[config.mk]
export PLATFORM = sky130hd
export DESIGN_NAME = mem_bank_map
export DESIGN_NICKNAME = d
export VERILOG_FILES = /design/src/rtl/mbm_pkg.sv /design/src/rtl/mbm_cfg_regs.sv /design/src/rtl/mbm_addr_map.sv /design/src/rtl/mbm_bank_dec.sv /design/src/rtl/mbm_rd_mux.sv /design/src/rtl/mem_bank_map.sv
export SDC_FILE = /design/constraint.sdc
export NUM_CORES = 1
export LEC_CHECK = 0
export BUFFER_PORTS_ARGS = -buffer_cell sky130_fd_sc_hd__buf_2
export CAP_MARGIN = 20
export CORE_MARGIN = 3
export CORE_UTILIZATION = 25
export DETAILED_ROUTE_END_ITERATION = 8
export GPL_ROUTABILITY_DRIVEN = 0
export GPL_TIMING_DRIVEN = 0
export PLACE_DENSITY = 0.65
export SYNTH_ARGS = -nofsm -noshare
export SYNTH_HDL_FRONTEND = slang
export SYNTH_SLANG_ARGS = --single-unit
[constraint.sdc]
create_clock -name clk -period 2.6 [get_ports clk]
set_input_delay 0.26 -clock clk [delete_from_list [all_inputs] [get_ports clk]]
set_output_delay 0.26 -clock clk [all_outputs]
set_load 0.01 [all_outputs]
[src/rtl/mbm_pkg.sv]
package mbm_pkg;

    localparam int DADDR_W   = 8;
    localparam int NUM_BANKS = 4;

    // Bit position in the bank code that selects each bank output
    // (index 0: EEPROM 0, 1: EEPROM 1, 2: RAM 1, 3: RAM 2).
    localparam int BANK_BIT [NUM_BANKS] = '{0, 1, 3, 4};

    typedef enum logic [1:0] {
        RGN_BANKED = 2'd0,
        RGN_WINDOW = 2'd1,
        RGN_PLAIN  = 2'd2
    } region_e;

    function automatic region_e region_of(input logic [DADDR_W-1:0] a);
        case (a[DADDR_W-1 -: 2])
            2'b00:   return RGN_BANKED;
            2'b01:   return RGN_WINDOW;
            default: return RGN_PLAIN;
        endcase
    endfunction

endpackage

[src/rtl/mbm_cfg_regs.sv]
module mbm_cfg_regs #(
    parameter int              PAGE_W    = 2,
    parameter int              WIN_W     = 6,
    parameter int              BANK_W    = 8,
    parameter int              DATA_W    = 8,
    parameter int              A_W       = 8,
    parameter logic [A_W-1:0]  ADDR_WIN  = 8'hC9,
    parameter logic [A_W-1:0]  ADDR_PAGE = 8'hCA,
    parameter logic [A_W-1:0]  ADDR_BANK = 8'hCB
) (
    input  logic              clk,
    input  logic              rst_n,
    input  logic              we,
    input  logic [A_W-1:0]    addr,
    input  logic [DATA_W-1:0] wdata,
    output logic [PAGE_W-1:0] page_q,
    output logic [WIN_W-1:0]  win_q,
    output logic [BANK_W-1:0] bank_q,
    output logic              page_ok,
    output logic              win_ok,
    output logic              bank_ok
);

    typedef struct packed {
        logic [PAGE_W-1:0] page;
        logic [WIN_W-1:0]  win;
        logic [BANK_W-1:0] bank;
    } cfg_t;

    typedef struct packed {
        logic page;
        logic win;
        logic bank;
    } seen_t;

    cfg_t  cfg_d,  cfg_q;
    seen_t seen_d, seen_q;

    always_comb begin
        cfg_d  = cfg_q;
        seen_d = seen_q;
        if (we) begin
            if (addr == ADDR_PAGE) begin
                cfg_d.page  = wdata[PAGE_W-1:0];
                seen_d.page = 1'b1;
            end
            if (addr == ADDR_WIN) begin
                cfg_d.win  = wdata[WIN_W-1:0];
                seen_d.win = 1'b1;
            end
            if (addr == ADDR_BANK) begin
                cfg_d.bank  = wdata[BANK_W-1:0];
                seen_d.bank = 1'b1;
            end
        end
    end

    // The register values themselves are deliberately left without reset.
    always_ff @(posedge clk) begin
        cfg_q <= cfg_d;
    end

    always_ff @(posedge clk or negedge rst_n) begin
        if (!rst_n) begin
            seen_q <= '0;
        end else begin
            seen_q <= seen_d;
        end
    end

    assign page_q  = cfg_q.page;
    assign win_q   = cfg_q.win;
    assign bank_q  = cfg_q.bank;
    assign page_ok = seen_q.page;
    assign win_ok  = seen_q.win;
    assign bank_ok = seen_q.bank;

    AST_PAGE_HOLD: assert property (@(posedge clk) disable iff (!rst_n)
        (page_ok && !(we && addr == ADDR_PAGE)) |=> $stable(page_q));
    AST_WIN_HOLD: assert property (@(posedge clk) disable iff (!rst_n)
        (win_ok && !(we && addr == ADDR_WIN)) |=> $stable(win_q));
    AST_BANK_HOLD: assert property (@(posedge clk) disable iff (!rst_n)
        (bank_ok && !(we && addr == ADDR_BANK)) |=> $stable(bank_q));
    AST_SEEN_STICKY: assert property (@(posedge clk) disable iff (!rst_n)
        page_ok |=> page_ok);

endmodule

[src/rtl/mbm_addr_map.sv]
module mbm_addr_map #(
    parameter int PC_W        = 12,
    parameter int PAGE_W      = 2,
    parameter int STATIC_PAGE = 1,
    parameter int WIN_W       = 6,
    parameter int WOFS_W      = 6
) (
    input  logic                     clk,
    input  logic                     rst_n,
    input  logic [PC_W-1:0]          pc,
    input  logic [PAGE_W-1:0]        page_q,
    input  logic                     page_ok,
    input  logic [WIN_W-1:0]         win_q,
    input  logic [WOFS_W-1:0]        win_ofs,
    output logic [PC_W+PAGE_W-2:0]   fetch_addr,
    output logic                     fetch_unset,
    output logic [WIN_W+WOFS_W-1:0]  rom_daddr
);

    localparam int OFS_W  = PC_W - 1;
    localparam int ROM_AW = OFS_W + PAGE_W;
    localparam logic [PAGE_W-1:0] STATIC_SEL = PAGE_W'(STATIC_PAGE);

    logic              use_static;
    logic [PAGE_W-1:0] page_sel;

    always_comb begin
        use_static  = pc[PC_W-1];
        page_sel    = use_static ? STATIC_SEL : page_q;
        fetch_addr  = {page_sel, pc[OFS_W-1:0]};
        fetch_unset = !use_static && !page_ok;
        rom_daddr   = {win_q, win_ofs};
    end

    AST_STATIC_ALIAS: assert property (@(posedge clk) disable iff (!rst_n)
        pc[PC_W-1] |-> (fetch_addr[ROM_AW-1:OFS_W] == STATIC_SEL && !fetch_unset));
    AST_OFFSET_PASS: assert property (@(posedge clk) disable iff (!rst_n)
        fetch_addr[OFS_W-1:0] == pc[OFS_W-1:0]);

endmodule

[src/rtl/mbm_bank_dec.sv]
module mbm_bank_dec #(
    parameter int BANK_W = 8,
    parameter int NB     = mbm_pkg::NUM_BANKS
) (
    input  logic              clk,
    input  logic              rst_n,
    input  logic [BANK_W-1:0] bank_q,
    input  logic              bank_ok,
    input  logic              access,
    output logic [NB-1:0]     cs,
    output logic              err,
    output logic              sel_ok
);

    logic [NB-1:0] hit;
    logic          code_zero;
    logic          code_legal;

    for (genvar g = 0; g < NB; g++) begin : g_code
        localparam logic [BANK_W-1:0] CODE = BANK_W'(1) << mbm_pkg::BANK_BIT[g];
        assign hit[g] = (bank_q == CODE);
    end

    always_comb begin
        code_zero  = (bank_q == '0);
        code_legal = code_zero || (|hit);
        sel_ok     = bank_ok && (|hit);
        err        = bank_ok && !code_legal;
        cs         = (access && bank_ok) ? hit : '0;
    end

    AST_BANK_ONEHOT: assert property (@(posedge clk) disable iff (!rst_n)
        $onehot0(cs));
    AST_ERR_NO_CS: assert property (@(posedge clk) disable iff (!rst_n)
        err |-> (cs == '0));
    AST_CS_NEEDS_ACCESS: assert property (@(posedge clk) disable iff (!rst_n)
        !access |-> (cs == '0));

endmodule

[src/rtl/mbm_rd_mux.sv]
module mbm_rd_mux #(
    parameter int DATA_W = 8,
    parameter int NB     = mbm_pkg::NUM_BANKS
) (
    input  logic                 clk,
    input  logic                 rst_n,
    input  logic                 rd_win,
    input  logic                 rd_bank,
    input  logic                 fault,
    input  logic [DATA_W-1:0]    prog_rdata,
    input  logic [NB*DATA_W-1:0] bank_rdata,
    input  logic [NB-1:0]        cs,
    output logic [DATA_W-1:0]    rd_data,
    output logic                 rd_vld,
    output logic                 rd_bad
);

    typedef struct packed {
        logic [DATA_W-1:0] data;
        logic              vld;
        logic              bad;
    } rd_t;

    rd_t               rd_d, rd_q;
    logic [DATA_W-1:0] bank_sel;
    logic              hit_any;

    always_comb begin
        bank_sel = '0;
        for (int i = 0; i < NB; i++) begin
            if (cs[i]) begin
                bank_sel = bank_sel | bank_rdata[i*DATA_W +: DATA_W];
            end
        end
        hit_any  = rd_win || rd_bank;
        rd_d.vld = hit_any && !fault;
        rd_d.bad = hit_any && fault;
        if (!rd_d.vld) begin
            rd_d.data = '0;
        end else if (rd_win) begin
            rd_d.data = prog_rdata;
        end else begin
            rd_d.data = bank_sel;
        end
    end

    always_ff @(posedge clk or negedge rst_n) begin
        if (!rst_n) begin
            rd_q <= '0;
        end else begin
            rd_q <= rd_d;
        end
    end

    assign rd_data = rd_q.data;
    assign rd_vld  = rd_q.vld;
    assign rd_bad  = rd_q.bad;

    AST_RD_ONE_CYCLE: assert property (@(posedge clk) disable iff (!rst_n)
        (rd_win || rd_bank) |=> (rd_vld != rd_bad));
    AST_BAD_ZERO: assert property (@(posedge clk) disable iff (!rst_n)
        rd_bad |-> (rd_data == '0));
    AST_IDLE_QUIET: assert property (@(posedge clk) disable iff (!rst_n)
        !(rd_win || rd_bank) |=> !(rd_vld || rd_bad));

endmodule

[src/rtl/mem_bank_map.sv]
module mem_bank_map #(
    parameter int              PC_W        = 12,
    parameter int              PAGE_W      = 2,
    parameter int              STATIC_PAGE = 1,
    parameter int              WIN_W       = 6,
    parameter int              BANK_W      = 8,
    parameter int              DATA_W      = 8,
    parameter logic [7:0]      ADDR_WIN    = 8'hC9,
    parameter logic [7:0]      ADDR_PAGE   = 8'hCA,
    parameter logic [7:0]      ADDR_BANK   = 8'hCB
) (
    input  logic                                   clk,
    input  logic                                   rst_n,
    input  logic [mbm_pkg::DADDR_W-1:0]            d_addr,
    input  logic                                   d_we,
    input  logic                                   d_re,
    input  logic [DATA_W-1:0]                      d_wdata,
    input  logic [PC_W-1:0]                        pc,
    output logic [PC_W+PAGE_W-2:0]                 fetch_addr,
    output logic                                   fetch_unset,
    output logic [WIN_W+mbm_pkg::DADDR_W-3:0]      rom_daddr,
    output logic                                   rom_dre,
    input  logic [DATA_W-1:0]                      prog_rdata,
    input  logic [mbm_pkg::NUM_BANKS*DATA_W-1:0]   bank_rdata,
    output logic [mbm_pkg::NUM_BANKS-1:0]          bank_cs,
    output logic                                   bank_err,
    output logic                                   acc_fault,
    output logic [DATA_W-1:0]                      rd_data,
    output logic                                   rd_vld,
    output logic                                   rd_bad
);

    import mbm_pkg::*;

    localparam int WOFS_W = DADDR_W - 2;
    localparam int NB     = NUM_BANKS;

    logic [PAGE_W-1:0] page_q;
    logic [WIN_W-1:0]  win_q;
    logic [BANK_W-1:0] bank_q;
    logic              page_ok, win_ok, bank_ok;
    logic              sel_ok;
    region_e           rgn;
    logic              is_win, is_bank, touch;
    logic              fault_win, fault_bank;

    always_comb begin
        rgn        = region_of(d_addr);
        is_win     = (rgn == RGN_WINDOW);
        is_bank    = (rgn == RGN_BANKED);
        touch      = d_re || d_we;
        fault_win  = is_win && touch && (d_we || !win_ok);
        fault_bank = is_bank && touch && !sel_ok;
        acc_fault  = fault_win || fault_bank;
        rom_dre    = is_win && d_re && !d_we && win_ok;
    end

    mbm_cfg_regs #(
        .PAGE_W(PAGE_W), .WIN_W(WIN_W), .BANK_W(BANK_W), .DATA_W(DATA_W),
        .A_W(DADDR_W), .ADDR_WIN(ADDR_WIN), .ADDR_PAGE(ADDR_PAGE), .ADDR_BANK(ADDR_BANK)
    ) u_cfg (
        .clk(clk), .rst_n(rst_n), .we(d_we), .addr(d_addr), .wdata(d_wdata),
        .page_q(page_q), .win_q(win_q), .bank_q(bank_q),
        .page_ok(page_ok), .win_ok(win_ok), .bank_ok(bank_ok)
    );

    mbm_addr_map #(
        .PC_W(PC_W), .PAGE_W(PAGE_W), .STATIC_PAGE(STATIC_PAGE),
        .WIN_W(WIN_W), .WOFS_W(WOFS_W)
    ) u_map (
        .clk(clk), .rst_n(rst_n), .pc(pc), .page_q(page_q), .page_ok(page_ok),
        .win_q(win_q), .win_ofs(d_addr[WOFS_W-1:0]),
        .fetch_addr(fetch_addr), .fetch_unset(fetch_unset), .rom_daddr(rom_daddr)
    );

    mbm_bank_dec #(.BANK_W(BANK_W), .NB(NB)) u_bank (
        .clk(clk), .rst_n(rst_n), .bank_q(bank_q), .bank_ok(bank_ok),
        .access(is_bank && touch), .cs(bank_cs), .err(bank_err), .sel_ok(sel_ok)
    );

    mbm_rd_mux #(.DATA_W(DATA_W), .NB(NB)) u_rd (
        .clk(clk), .rst_n(rst_n),
        .rd_win(is_win && d_re), .rd_bank(is_bank && d_re), .fault(acc_fault),
        .prog_rdata(prog_rdata), .bank_rdata(bank_rdata), .cs(bank_cs),
        .rd_data(rd_data), .rd_vld(rd_vld), .rd_bad(rd_bad)
    );

    AST_FAULT_BLOCKS: assert property (@(posedge clk) disable iff (!rst_n)
        acc_fault |-> (bank_cs == '0 && !rom_dre));
    AST_WIN_WRITE_REJECT: assert property (@(posedge clk) disable iff (!rst_n)
        (d_we && is_win) |-> (acc_fault && !rom_dre));

endmodule

==> run metrics <==
CTS H-tree depth=2; final worst path period need=between 2000 and 2500 ps; Ports=around 120; ant diodes=0; ys flop type=edfxtp_1; Routed WL=about 4.7 mm; post-synth top area share=0.287; routed length per instance=13.2 um; status=complete, no violations; relative slew slack=0.616; post-synthesis sequential area ratio=0.482; global route overflow=0; Port Buffer Count=between 100 and 150; Worst-Skew Late Latency=around 270 ps; filler cell count=655; die outline width=87.8 um; Async S/R FF share, synth=0.448; unrepaired setup endpoints after global routing=false; initial core utilization=0.260; vias in the first global route=between 1500 and 2000; clk slew on worst S/H paths=roughly 60 ps; post-route setup TNS=0 ps; Post-Syn Area per Cell=between 10 and 15 um^2; Final period util=0.880; first-pass GRT wire length=approximately 7.1 mm; Post-route DRC=0; Worst R2R Start=u_cfg.bank_q[2]$_DFFE_PP_; CP Max Fanout=10; clk buf depth=2; R2R cell count=6; mux share of post-synthesis cell area=0; Final setup viols=0; Num CTS Buffers=5; Worst Path Required=approximately 2300 ps; Adder-Cell Fraction of Synth Area=0.00599; CP Capture Type=primary output; leakage=between 0.001 and 0.0015 uW; Max Clk Rate=about 440 MHz; Critical Path AT=between 2000 and 2500 ps; WS Path Type=reg -> out; Synth Area in XOR/XNOR=0.00524; Hold Violations, Final=0; initial antenna violation count=0; number of synthesized flops with an enable pin=16; Ys Warns=0; Total GRT Usage=0.119; dominant cell type by area after synthesis=edfxtp_1; CTS tree=done; FF+latch count, synth=29; CTS root buffer=clkbuf_8; Pre-antenna DRT Iters=5; full die area=about 7700 um^2; Worst Setup Start Kind=flip-flop; unique cell type count in the Yosys netlist=37; num rows=29; remaining antenna violation count=0; top-count cell post-synth=buf_4; core area=6420 um^2; share of cells above drive strength 1=0.507; hold depth=1; Compound-Gate Fraction of Synth Area=0.110; Synth Instances=164; main combinational cell family by area after synthesis=simple AND/OR/NAND/NOR gates; TritonCTS Sinks=29; Critical path origin=u_cfg.bank_q[2]$_DFFE_PP_; clock skew=roughly 4.6 ps; Area growth syn-to-layout=42.6%; dpl hpwl=around 3.9 mm; Slew @ Worst Pin=574 ps; Hold WC Path Type=in -> reg; Post-Synth Simple-Gate Area=0.286; Area contributors post-synth=edfxtp_1, dfrtp_1, buf_4, nand3b_1, and2_1; hold_sp=d_wdata[7]; largest net degree at the start of global routing=14; Post-synth top cells=buf_4, edfxtp_1, nand3b_1; syn_nets=about 240; DRT iter0 DRCs=24; maximum capacitance violations=0; cell area after synthesis=around 1700 um^2; vias per cell=roughly 4.5; fin util=0.371; Slew Viols, Final=0; die height=just under 90 um; pwr dens=just over 400 nW/um^2; nets=~350; r2r setup slk=720 ps; Vias=~1600; Max IR drop VDD=roughly 0.23 mV
-- repair_timing --
item,4_1_cts,5_1_grt
buffers inserted,0,0
gates resized for setup,0,1
endpoints found under the hold margin,13,0
hold buffers,1,0
endpoints found under the setup margin,0,1
-- cell families (layout without fill, tap and decap cells) --
group,count (synthesis),count (layout)
compound gates,31,31
xor+xnor,1,1
fa+ha+maj,1,1
buf+inv,30,142
flops,29,29
simple gates,72,72
-- routing by layer --
metal,up-vias,track usage,wire [um]
met5,-,0,0
met4,0,0.0335,61
met3,9,0.0357,286
met2,56,0.213,2370
met1,727,0.137,1930
li1,801,-,-
-- per-stage QoR --
stage / area [um^2] / setup WS (ps) / power [uW] / std cells / hold WS [ps]
2_1_floorplan: 1670 / 883 / 551 / 164 / -35.6
3_3_place_gp: 2280 / 462 / 627 / 344 / 162
3_5_place_dp: 2280 / 464 / 629 / 344 / 163
4_1_cts: 2370 / 150 / 975 / 353 / 151
5_1_grt: 2380 / 31.1 / 1010 / 353 / 143
6_report: 2380 / 313 / 960 / 353 / 161
-- registers in the layout, indices dropped and copies added (netlist names) --
name and cells:
u_cfg.win_ok 1, u_rd.rd_data 8, u_cfg.page_ok 1, u_cfg.bank_q 8
u_rd.rd_bad 1, u_cfg.bank_ok 1, u_rd.rd_vld 1, u_cfg.win_q 6
u_cfg.page_q 2
-- critical path, stage by stage (launching register included) --
cell and delay [ps]:
edfxtp_1 370, nor4_2 390, and4b_1 240, buf_4 160, clkbuf_1 290, and2_1 170
buf_2 140
-- path summary, 6_finish.rpt --
check | to
setup / recovery | bank_cs[1]
hold / removal | u_cfg.bank_q[7]$_DFFE_PP_
setup reg to reg | u_rd.rd_data[4]$_DFF_PN0_
hold reg to reg | u_cfg.page_ok$_DFFE_PN0P_
max in group asynchronous | u_rd.rd_data[3]$_DFF_PN0_
min in group asynchronous | u_rd.rd_bad$_DFF_PN0_
-- layout by cell type (no fill, tap or decap), types with 2 or more instances in the layout --
| master | netlist | routed |
|---|---|---|
| nor2_1 | 5 | 5 |
| inv_1 | 2 | 2 |
| dfrtp_1 | 13 | 13 |
| and3b_1 | 2 | 2 |
| nor4b_2 | 4 | 3 |
| a21oi_1 | 9 | 9 |
| o21ai_0 | 7 | 7 |
| nand3b_1 | 16 | 16 |
| nand2_1 | 11 | 11 |
| a31oi_1 | 8 | 8 |
| nor3_1 | 2 | 2 |
| and2_1 | 11 | 11 |
| or2_2 | 3 | 3 |
| clkinv_1 | 0 | 2 |
| clkbuf_8 | 0 | 5 |
| nand3_1 | 9 | 9 |
| clkbuf_1 | 5 | 5 |
| buf_2 | 4 | 107 |
| edfxtp_1 | 16 | 16 |
| buf_4 | 18 | 18 |
-- cell type report --
class | instances | area (um^2) | share of cell area
multi-input combinational | 105 | 689 | 0.289
clock inverter | 3 | 12.5 | 0.00525
inverter | 3 | 11.3 | 0.00472
tap | 77 | 96.3 | 0.0404
timing repair buffer | 104 | 526 | 0.220
sequential | 29 | 806 | 0.338
clock buffer | 5 | 68.8 | 0.0289
buffer | 27 | 174 | 0.0730
-- power by group --
part	leakage [uW]	switching [uW]	internal [uW]
combinational	0.000744	53.3	71.6
sequential	0.000323	3.64	491
clock	0.0000430	161	180
total	0.00111	218	743
(Power assumes the default switching activity.)
